**src/rtl/cf_pla_pkg.sv**
```systemverilog
package cf_pla_pkg;
  parameter int unsigned CF_ROWS_DFLT   = 4;
  parameter int unsigned CF_NLIT_DFLT   = 4;
  parameter int unsigned CF_STAGES_DFLT = 4;
  parameter int unsigned CF_TAGW_DFLT   = 2;

  function automatic int unsigned cf_idx_w(input int unsigned n);
    return (n < 2) ? 1 : $clog2(n);
  endfunction
endpackage

```
**src/rtl/cf_pla_wave_pipe.sv**
```systemverilog
module cf_pla_wave_pipe #(
  parameter int unsigned STAGES = 4,
  parameter int unsigned NLIT   = 4
) (
  input  logic                        clk,
  input  logic                        rst,
  input  logic                        in_vld,
  input  logic [NLIT-1:0]             in_lit,
  output logic [STAGES:0]             vld_at,
  output logic [(STAGES+1)*NLIT-1:0]  lit_at,
  output logic                        out_vld
);
  logic [STAGES:0]   v_q;
  logic [NLIT-1:0]   l_q [STAGES];

  always_ff @(posedge clk) begin
    if (rst) v_q <= '0;
    else     v_q <= {v_q[STAGES-1:0], in_vld};
  end

  always_ff @(posedge clk) begin
    if (rst) begin
      for (int s = 0; s < STAGES; s++) l_q[s] <= '0;
    end else begin
      l_q[0] <= in_lit;
      for (int s = 1; s < STAGES; s++) l_q[s] <= l_q[s-1];
    end
  end

  assign vld_at[0]          = in_vld;
  assign lit_at[NLIT-1:0]   = in_lit;

  genvar g;
  generate
    for (g = 1; g <= STAGES; g++) begin : g_tap
      assign vld_at[g]                = v_q[g-1];
      assign lit_at[g*NLIT +: NLIT]   = l_q[g-1];
    end
    for (g = 0; g < STAGES; g++) begin : g_chk
      p_wave_step_r2: assert property (@(posedge clk) disable iff (rst)
        vld_at[g+1] |=> v_q[g+1]);
    end
  endgenerate

  assign out_vld = v_q[STAGES];
endmodule

```
**src/rtl/cf_pla_node.sv**
```systemverilog
module cf_pla_node #(
  parameter int unsigned NLIT = 4,
  parameter int unsigned IDXW = 2,
  parameter int unsigned TAGW = 2
) (
  input  logic             clk,
  input  logic             rst,
  input  logic             vin,
  input  logic [NLIT-1:0]  lit,
  input  logic             pp_in,
  input  logic [TAGW-1:0]  tag_in,
  input  logic             a_vld,
  input  logic             a_use,
  input  logic [IDXW-1:0]  a_idx,
  input  logic [TAGW-1:0]  a_tag,
  input  logic             b_vld,
  input  logic             b_use,
  input  logic [IDXW-1:0]  b_idx,
  input  logic [TAGW-1:0]  b_tag,
  output logic             pp_q,
  output logic [TAGW-1:0]  tag_q
);
  logic keep_a, keep_b, pp_nx;
  logic [TAGW-1:0] tag_nx;

  always_comb begin
    keep_a = !a_vld || !a_use || lit[a_idx];
    keep_b = !b_vld || !b_use || lit[b_idx];
    pp_nx  = pp_in && keep_a && keep_b;
    if (b_vld)      tag_nx = b_tag;
    else if (a_vld) tag_nx = a_tag;
    else            tag_nx = tag_in;
  end

  always_ff @(posedge clk) begin
    if (rst || !vin) begin
      pp_q  <= 1'b0;
      tag_q <= '0;
    end else begin
      pp_q  <= pp_nx;
      tag_q <= tag_nx;
    end
  end

  p_and_only_r4: assert property (@(posedge clk) disable iff (rst)
    (vin && !pp_in) |=> !pp_q);
  p_absent_pass_r5: assert property (@(posedge clk) disable iff (rst)
    (vin && !a_vld && !b_vld) |=> (pp_q == $past(pp_in) && tag_q == $past(tag_in)));
  p_cross_tag_r6: assert property (@(posedge clk) disable iff (rst)
    (vin && b_vld) |=> (tag_q == $past(b_tag)));
  p_bubble_zero_r9: assert property (@(posedge clk) disable iff (rst)
    !vin |=> (!pp_q && tag_q == '0));
endmodule

```
**src/rtl/cf_pla_row.sv**
```systemverilog
module cf_pla_row #(
  parameter int unsigned STAGES = 4,
  parameter int unsigned NLIT   = 4,
  parameter int unsigned IDXW   = 2,
  parameter int unsigned TAGW   = 2
) (
  input  logic                        clk,
  input  logic                        rst,
  input  logic                        tk_vld,
  input  logic                        tk_use,
  input  logic [IDXW-1:0]             tk_idx,
  input  logic [TAGW-1:0]             tk_tag,
  input  logic [STAGES:0]             vld_at,
  input  logic [(STAGES+1)*NLIT-1:0]  lit_at,
  output logic                        prod,
  output logic [TAGW-1:0]             tag
);
  // control positions 0..STAGES; position STAGES is the token input
  logic             c_vld [STAGES+1];
  logic             c_use [STAGES+1];
  logic [IDXW-1:0]  c_idx [STAGES+1];
  logic [TAGW-1:0]  c_tag [STAGES+1];

  logic             pp_q  [STAGES+1];
  logic [TAGW-1:0]  tg_q  [STAGES+1];

  assign c_vld[STAGES] = tk_vld;
  assign c_use[STAGES] = tk_use;
  assign c_idx[STAGES] = tk_idx;
  assign c_tag[STAGES] = tk_tag;

  genvar k;
  generate
    for (k = 0; k < STAGES; k++) begin : g_ctl
      always_ff @(posedge clk) begin
        if (rst) begin
          c_vld[k] <= 1'b0;
          c_use[k] <= 1'b0;
          c_idx[k] <= '0;
          c_tag[k] <= '0;
        end else begin
          c_vld[k] <= c_vld[k+1];
          c_use[k] <= c_use[k+1];
          c_idx[k] <= c_idx[k+1];
          c_tag[k] <= c_tag[k+1];
        end
      end
      p_tok_shift_r3: assert property (@(posedge clk) disable iff (rst)
        c_vld[k+1] |=> c_vld[k]);
    end

    for (k = 0; k <= STAGES; k++) begin : g_node
      if (k == 0) begin : g_head
        cf_pla_node #(.NLIT(NLIT), .IDXW(IDXW), .TAGW(TAGW)) u_node (
          .clk(clk), .rst(rst),
          .vin(vld_at[0]), .lit(lit_at[NLIT-1:0]),
          .pp_in(1'b1), .tag_in({TAGW{1'b0}}),
          .a_vld(1'b0), .a_use(1'b0), .a_idx({IDXW{1'b0}}), .a_tag({TAGW{1'b0}}),
          .b_vld(c_vld[0]), .b_use(c_use[0]), .b_idx(c_idx[0]), .b_tag(c_tag[0]),
          .pp_q(pp_q[0]), .tag_q(tg_q[0]));
      end else begin : g_body
        cf_pla_node #(.NLIT(NLIT), .IDXW(IDXW), .TAGW(TAGW)) u_node (
          .clk(clk), .rst(rst),
          .vin(vld_at[k]), .lit(lit_at[k*NLIT +: NLIT]),
          .pp_in(pp_q[k-1]), .tag_in(tg_q[k-1]),
          .a_vld(c_vld[k-1]), .a_use(c_use[k-1]), .a_idx(c_idx[k-1]), .a_tag(c_tag[k-1]),
          .b_vld(c_vld[k]), .b_use(c_use[k]), .b_idx(c_idx[k]), .b_tag(c_tag[k]),
          .pp_q(pp_q[k]), .tag_q(tg_q[k]));
      end
    end
  endgenerate

  assign prod = pp_q[STAGES];
  assign tag  = tg_q[STAGES];
endmodule

```
**src/rtl/cf_pla_counterflow.sv**
```systemverilog
module cf_pla_counterflow
  import cf_pla_pkg::*;
#(
  parameter int unsigned ROWS   = CF_ROWS_DFLT,
  parameter int unsigned NLIT   = CF_NLIT_DFLT,
  parameter int unsigned STAGES = CF_STAGES_DFLT,
  parameter int unsigned TAGW   = CF_TAGW_DFLT,
  localparam int unsigned IDXW  = cf_idx_w(NLIT)
) (
  input  logic                  clk,
  input  logic                  rst,
  input  logic                  in_vld,
  input  logic [NLIT-1:0]       in_lit,
  input  logic [ROWS-1:0]       tok_vld,
  input  logic [ROWS-1:0]       tok_use,
  input  logic [ROWS*IDXW-1:0]  tok_idx,
  input  logic [ROWS*TAGW-1:0]  tok_tag,
  output logic                  out_vld,
  output logic [ROWS-1:0]       out_prod,
  output logic [ROWS*TAGW-1:0]  out_tag
);
  logic [STAGES:0]             vld_at;
  logic [(STAGES+1)*NLIT-1:0]  lit_at;

  cf_pla_wave_pipe #(.STAGES(STAGES), .NLIT(NLIT)) u_wave (
    .clk(clk), .rst(rst), .in_vld(in_vld), .in_lit(in_lit),
    .vld_at(vld_at), .lit_at(lit_at), .out_vld(out_vld));

  genvar r;
  generate
    for (r = 0; r < ROWS; r++) begin : g_row
      cf_pla_row #(.STAGES(STAGES), .NLIT(NLIT), .IDXW(IDXW), .TAGW(TAGW)) u_row (
        .clk(clk), .rst(rst),
        .tk_vld(tok_vld[r]), .tk_use(tok_use[r]),
        .tk_idx(tok_idx[r*IDXW +: IDXW]), .tk_tag(tok_tag[r*TAGW +: TAGW]),
        .vld_at(vld_at), .lit_at(lit_at),
        .prod(out_prod[r]), .tag(out_tag[r*TAGW +: TAGW]));
    end
  endgenerate

  p_reset_r1: assert property (@(posedge clk)
    rst |=> (!out_vld && out_prod == '0 && out_tag == '0));
endmodule

```
**config.mk**
```make
export PLATFORM = sky130hd
export DESIGN_NAME = cf_pla_counterflow
export DESIGN_NICKNAME = d
export VERILOG_FILES = /design/src/rtl/cf_pla_pkg.sv /design/src/rtl/cf_pla_wave_pipe.sv /design/src/rtl/cf_pla_node.sv /design/src/rtl/cf_pla_row.sv /design/src/rtl/cf_pla_counterflow.sv
export SDC_FILE = /design/constraint.sdc
export NUM_CORES = 1
export LEC_CHECK = 0
export CELL_PAD_IN_SITES_DETAIL_PLACEMENT = 0
export CELL_PAD_IN_SITES_GLOBAL_PLACEMENT = 2
export CORE_UTILIZATION = 40
export DETAILED_ROUTE_END_ITERATION = 8
export GPL_TIMING_DRIVEN = 1
export HOLD_SLACK_MARGIN = 0.02
export PLACE_DENSITY = 0.89
export SETUP_SLACK_MARGIN = 0.3
export SYNTH_ARGS = -nofsm -noshare
export SYNTH_HDL_FRONTEND = slang
export SYNTH_HIERARCHICAL = 1
export SYNTH_SLANG_ARGS = --single-unit
```
**constraint.sdc**
```tcl
create_clock -name clk -period 1.6 [get_ports clk]
set_input_delay 0.16 -clock clk [delete_from_list [all_inputs] [get_ports clk]]
set_output_delay 0.16 -clock clk [all_outputs]
set_load 0.005 [all_outputs]
```
# ---- Word level (Yosys, flattened, before mapping)
# Memory sizes are Yosys's and may differ from the RTL's.
# Index checks and enable logic that the tools add are counted.
dict set report op_classes {
  n_reduce_logical 142
  n_bitwise 8
  n_lt_le_gt_ge 20
  n_mux 111
}
# op n
set ops {}
lappend ops {{1-bit binary-select mux with 2-bit select} 36}
lappend ops {{2-bit 2-to-1 mux} 32}
lappend ops {{1-bit logical OR} 61}
lappend ops {{2-bit by 3-bit less-than comparator with 1-bit output (second input constant)} 20}
lappend ops {{1-bit logical NOT} 45}
lappend ops {{1-bit 2-to-1 mux} 39}
lappend ops {{1-bit logical AND} 32}
lappend ops {{4-bit 2-to-1 mux} 4}
lappend ops {{2-bit OR reduction} 4}
lappend ops {{1-bit NOT} 4}
lappend ops {{1-bit OR} 4}
dict set report totals {
  regBits 161
  memories 1
  elab_cells 387
  ram_bits 16
  output_inout_bits 13
}
# name depth width read_ports rd_clocked_by_memory_dff wr line
set memory_table {}
lappend memory_table {u_wave.l_q 4 4 4 0 4 cf_pla_wave_pipe.sv:14} ;# logic [NLIT-1:0] l_q [STAGES];

# ---- Depth between registers and ports, before layout
# An unclocked memory read counts as a cell.
dict set report depth {
  word_depth 6
  ltp_mapped 4
  ltp_nobuf 3
}

# ---- Cells and area by module
# The synthesis kept the hierarchy.
# mod n_inst cells_each area_each_um2 seq_area_each_um2
set by_module_without_submodules {}
lappend by_module_without_submodules {cf_pla_node 20 21 203.9 60.1}
lappend by_module_without_submodules {cf_pla_row 4 52 700.7 480.5}
lappend by_module_without_submodules {cf_pla_wave_pipe 1 49 661.9 420.4}

# ---- Least setup slack after synthesis
# No wires, ideal clock.
dict set report synth_path {
  kind {register to register}
  startpoint {reg g_row[0].u_row/c_idx[6] (netlist name)}
  endpoint {reg g_row[0].u_row.g_node[1].g_body.u_node.pp_q}
  arrival_ps 1031
  required_ps 1472
  setup_time_ps 128
  stages_incl_launch_ff 4
  path_slack_ps 441
  synth_period_minus_slack_ps 1159
  path_cell_list {dfxtp_1 -> mux4_2 -> nor2_1 -> nor4_1}
}
dict set report synth_between {
  elab_chain_cells 4
}
# item line
set synth_lines {}
lappend synth_lines {{start, declared} cf_pla_row.sv:21} ;# logic [IDXW-1:0] c_idx [STAGES+1];
lappend synth_lines {{start signal, assigned by index} cf_pla_row.sv:44} ;# c_idx[k] <= c_idx[k+1];
lappend synth_lines {{1-bit binary-select mux with 2-bit select} cf_pla_node.sv:28} ;# keep_b = !b_vld || !b_use || lit[b_idx];
lappend synth_lines {{1-bit 2-to-1 mux (not written as such)} cf_pla_node.sv:28}
lappend synth_lines {{1-bit logical OR} cf_pla_node.sv:28}
lappend synth_lines {{1-bit logical AND} cf_pla_node.sv:29} ;# pp_nx = pp_in && keep_a && keep_b;
lappend synth_lines {{end signal, assigned} cf_pla_node.sv:40} ;# pp_q <= pp_nx;
lappend synth_lines {{end, declared} cf_pla_node.sv:20} ;# output logic pp_q,
# Every way passes these cells. The select of a mux whose other input is x is not followed.
# A chain may end at the register's enable or synchronous reset.

# ---- Worst setup path in the final report
dict set report layout_path {
  startpoint {reg g_row[2].u_row/c_idx[8] (netlist name)}
  endpoint {reg g_row[2].u_row.g_node[0].g_head.u_node.pp_q}
}
dict set report layout_between {
  elab_chain_cells 3
}
# item line
set layout_lines {}
lappend layout_lines {{start, declared} cf_pla_row.sv:21}
lappend layout_lines {{start signal, assigned by index} cf_pla_row.sv:44}
lappend layout_lines {{1-bit binary-select mux with 2-bit select} cf_pla_node.sv:28}
lappend layout_lines {{1-bit 2-to-1 mux (not written as such)} cf_pla_node.sv:28}
lappend layout_lines {{1-bit logical OR} cf_pla_node.sv:28}
lappend layout_lines {{end signal, assigned} cf_pla_node.sv:40}
lappend layout_lines {{end, declared} cf_pla_node.sv:20}
# Every way passes these cells. The select of a mux whose other input is x is not followed.

==> results.py <==
metrics = {
    "outcome": {
        "status": "finished clean",
    },
    "timing": {
        "rsz0062_at_grt": "true",
        "hold_viol_final": 0,
        "tns_ns": 0,
        "maxSlewViolCount": 0,
        "relSlewSlack_pct": 60.85,
        "fin_crit_sh_pct": 77.27,
        "fin_crit_ns": 1.236,
        "timing.hold.ws_ns": 0.1820,
        "worst_pin_slew_ns": 0.5873,
        "max_freq_mhz": 808.9,
        "setup_viol": 0,
        "skew_ns": 0.006846,
    },
    "floorplanning": {
        "num_rows": 49,
        "coreArea_um2": 18210,
        "die_h_um": 139.3,
        "die-area_um2": 19410,
        "initial_utilization_pct": 41.43,
        "die_x_um": 139.3,
        "io_pins": 44,
    },
    "synth": {
        "synthDistinctLibCells": 18,
        "yosys_warnings": 6,
        "yosys.area.top_type_share_pct": 46.97,
        "syn_avg_cell_area_um2": 11.14,
        "seq_area_frac_synth_pct": 46.97,
        "yosys.area.top_type": "dfxtp_1",
        "netlist_instances": 677,
        "synth_seq_cells": 177,
        "syn-cell-area_um2": 7543,
        "synthTopCellsByArea": "dfxtp_1, nor2b_2, mux4_2",
    },
    "routing": {
        "drt_iter0_drc": 161,
        "totalWireLength_um": 14560,
        "ant_nets": 0,
        "first_pass_iters": 4,
        "wl_per_cell_um": 14.19,
        "drc": 0,
        "viasPerCell": 4.712,
        "vias": 4834,
    },
    "critical_path": {
        "r2r_cells": 3,
        "end_kind": "register",
        "crit_type": "register to register",
        "arrival_ns": 1.55,
        "critPathMaxFanout": 4,
        "r2r-end": "g_row[2].u_row/g_node[0].g_head.u_node/pp_q",
        "r2r_setup_slack_ns": 0.36,
        "reg2reg_from": "g_row[2].u_row/c_idx[8]",
        "worst_setup_path_start_kind": "register",
        "required_ns": 1.92,
    },
    "min_path": {
        "hold_depth": 2,
        "whs_endpoint": "g_row[1].u_row/c_idx[5]",
        "hold_class": "input pin to register",
        "hp-start": "rst",
    },
    "finish": {
        "num-nets-final": 816,
        "drive_gt1_share_pct": 25.22,
        "fin_cells": 1026,
        "diodes": 0,
        "syn2layout_area_growth_pct": 19.62,
        "multi_input_area_um2": 4030,
        "register_area_um2": 3570,
        "fin_area_um2": 9024,
        "final_common_cell": "dfxtp_1",
        "final_cell_mix": "dfxtp_1, nand2_1, nor2b_2",
        "n_fill_cell": 1636,
    },
    "grt": {
        "grt_max_degree": 62,
        "antenna_found_initial": 0,
        "grt_pass1_vias": 5009,
        "grt_pass1_wl_um": 25030,
        "gr-total-overflow": 0,
        "track_usage_pct": 16.14,
    },
    "clock_network": {
        "clock_sinks": 177,
        "path_clk_slew_ns": 0.07,
        "htreeDepth": 4,
        "cts_resized": 15,
        "postCtsSetupRepairBufs": 0,
        "clk-insertion-delay-late_ns": 0.42,
        "cts_tree": "done",
        "clockBufferDepth": 2,
        "clockRootBuffer": "clkbuf_16",
        "cts_made_buffers": 17,
        "cts_hold_buf": 0,
    },
    "place": {
        "gp_congestion": 0.7400,
        "dp.final_hpwl_um": 9935,
        "place_area_um2": 8439,
        "place.port_buffers": 43,
        "placed_cells": 995,
    },
    "job": {
        "drv_cap": 0,
    },
    "power": {
        "vdd_drop_max_mv": 0.7689,
        "power_density_nw_per_um2": 1033,
        "p_total_w": 0.009319,
        "leakage_nw": 3.512,
    },
}
-- final cells by class --
type / instances / area share, %
well taps: 229 / 3.175
multi-input cells: 533 / 44.66
clock buffers: 18 / 4.756
repair buffers: 56 / 6.240
flip-flops and latches: 177 / 39.56
clock inverters: 13 / 1.608
-- report_power, final --
| part | internal (W) | switching (W) | total [W] | leakage, nW |
|---|---|---|---|---|
| Clock | 0.00242 | 0.00164 | 0.00406 | 0.285 |
| Sequential | 0.00453 | 0.000161 | 0.00469 | 1.45 |
| Combinational | 0.000335 | 0.000229 | 0.000564 | 1.78 |
| Total | 0.00729 | 0.00203 | 0.00932 | 3.51 |
-- synth_stat cells --
cell type / count
dfxtp_1: 177
nand2_1: 80
nor2b_2: 76
and3b_1: 40
mux2i_1: 40
o21ai_0: 40
and2b_1: 36
nor2b_1: 25
a2111oi_2: 20
mux2_2: 20
mux4_2: 20
nand3b_1: 20
nor2_1: 20
nor3b_1: 20
nor4_1: 20
buf_6: 10
conb_1: 8
buf_4: 5
-- critical path, stage by stage (launching register included) --
cell and delay [ns]:
dfxtp_1 0.41, mux4_2 0.51, nor2_1 0.14, nor4_1 0.06
-- cells by family (layout without fill, tap and decap cells) --
logic type      after synthesis  count (layout)  share of synthesized area, %
compound gates               60              60                         6.635
buf+inv                      15              87                         1.990
flops                       177             177                         46.97
mux                          80              80                         14.26
other cells                   8              56                        0.3981
simple gates                337             337                         29.74
-- registers in the layout (all words and copies together) (netlist names), 8 cells and up --
name and count:
g_row.u_row/c_idx 32, g_row.u_row/c_tag 32, g_row.u_row/g_node.g_body.u_node/tag_q 32, g_row.u_row/c_use 16, g_row.u_row/c_vld 16, g_row.u_row/g_node.g_body.u_node/pp_q 16, u_wave/l_q 16, g_row.u_row/g_node.g_head.u_node/tag_q 8
-- worst max path at each step --
stage	start	endpoint	slack, ns	depth (start not counted)
3_5_place_dp	in_lit[2]	g_row[2].u_row/g_node[0].g_head.u_node/pp_q	0.05	4
5_1_grt	u_wave/l_q[3][3]	g_row[2].u_row/g_node[4].g_body.u_node/pp_q	0.30	3
3_3_place_gp	in_lit[3]	g_row[1].u_row/g_node[0].g_head.u_node/pp_q	0.13	4
4_1_cts	u_wave/l_q[0][1]	g_row[1].u_row/g_node[1].g_body.u_node/pp_q	0.31	3
6_report	g_row[2].u_row/c_idx[8]	g_row[2].u_row/g_node[0].g_head.u_node/pp_q	0.36	3
2_1_floorplan	g_row[0].u_row/c_idx[6]	g_row[0].u_row/g_node[1].g_body.u_node/pp_q	0.44	3
-- through the flow --
step                utilization (%)  setup WS (ns)
floorplan                         -         0.4410
global placement              46.35         0.1270
detailed placement            46.35        0.05156
CTS                           49.43         0.3101
global route                  49.56         0.2989
finish                        49.56         0.3637
-- metal layers --
layer  up-vias  global-route usage, %  wire length (um)
li1       2529                      -                 -
met4         0                  5.789               202
met2        62                  25.60              6652
met3        13                  3.476               361
met1      2230                  21.61              7342
met5         -                      0                 0
Power figures use the tool's default switching activity.
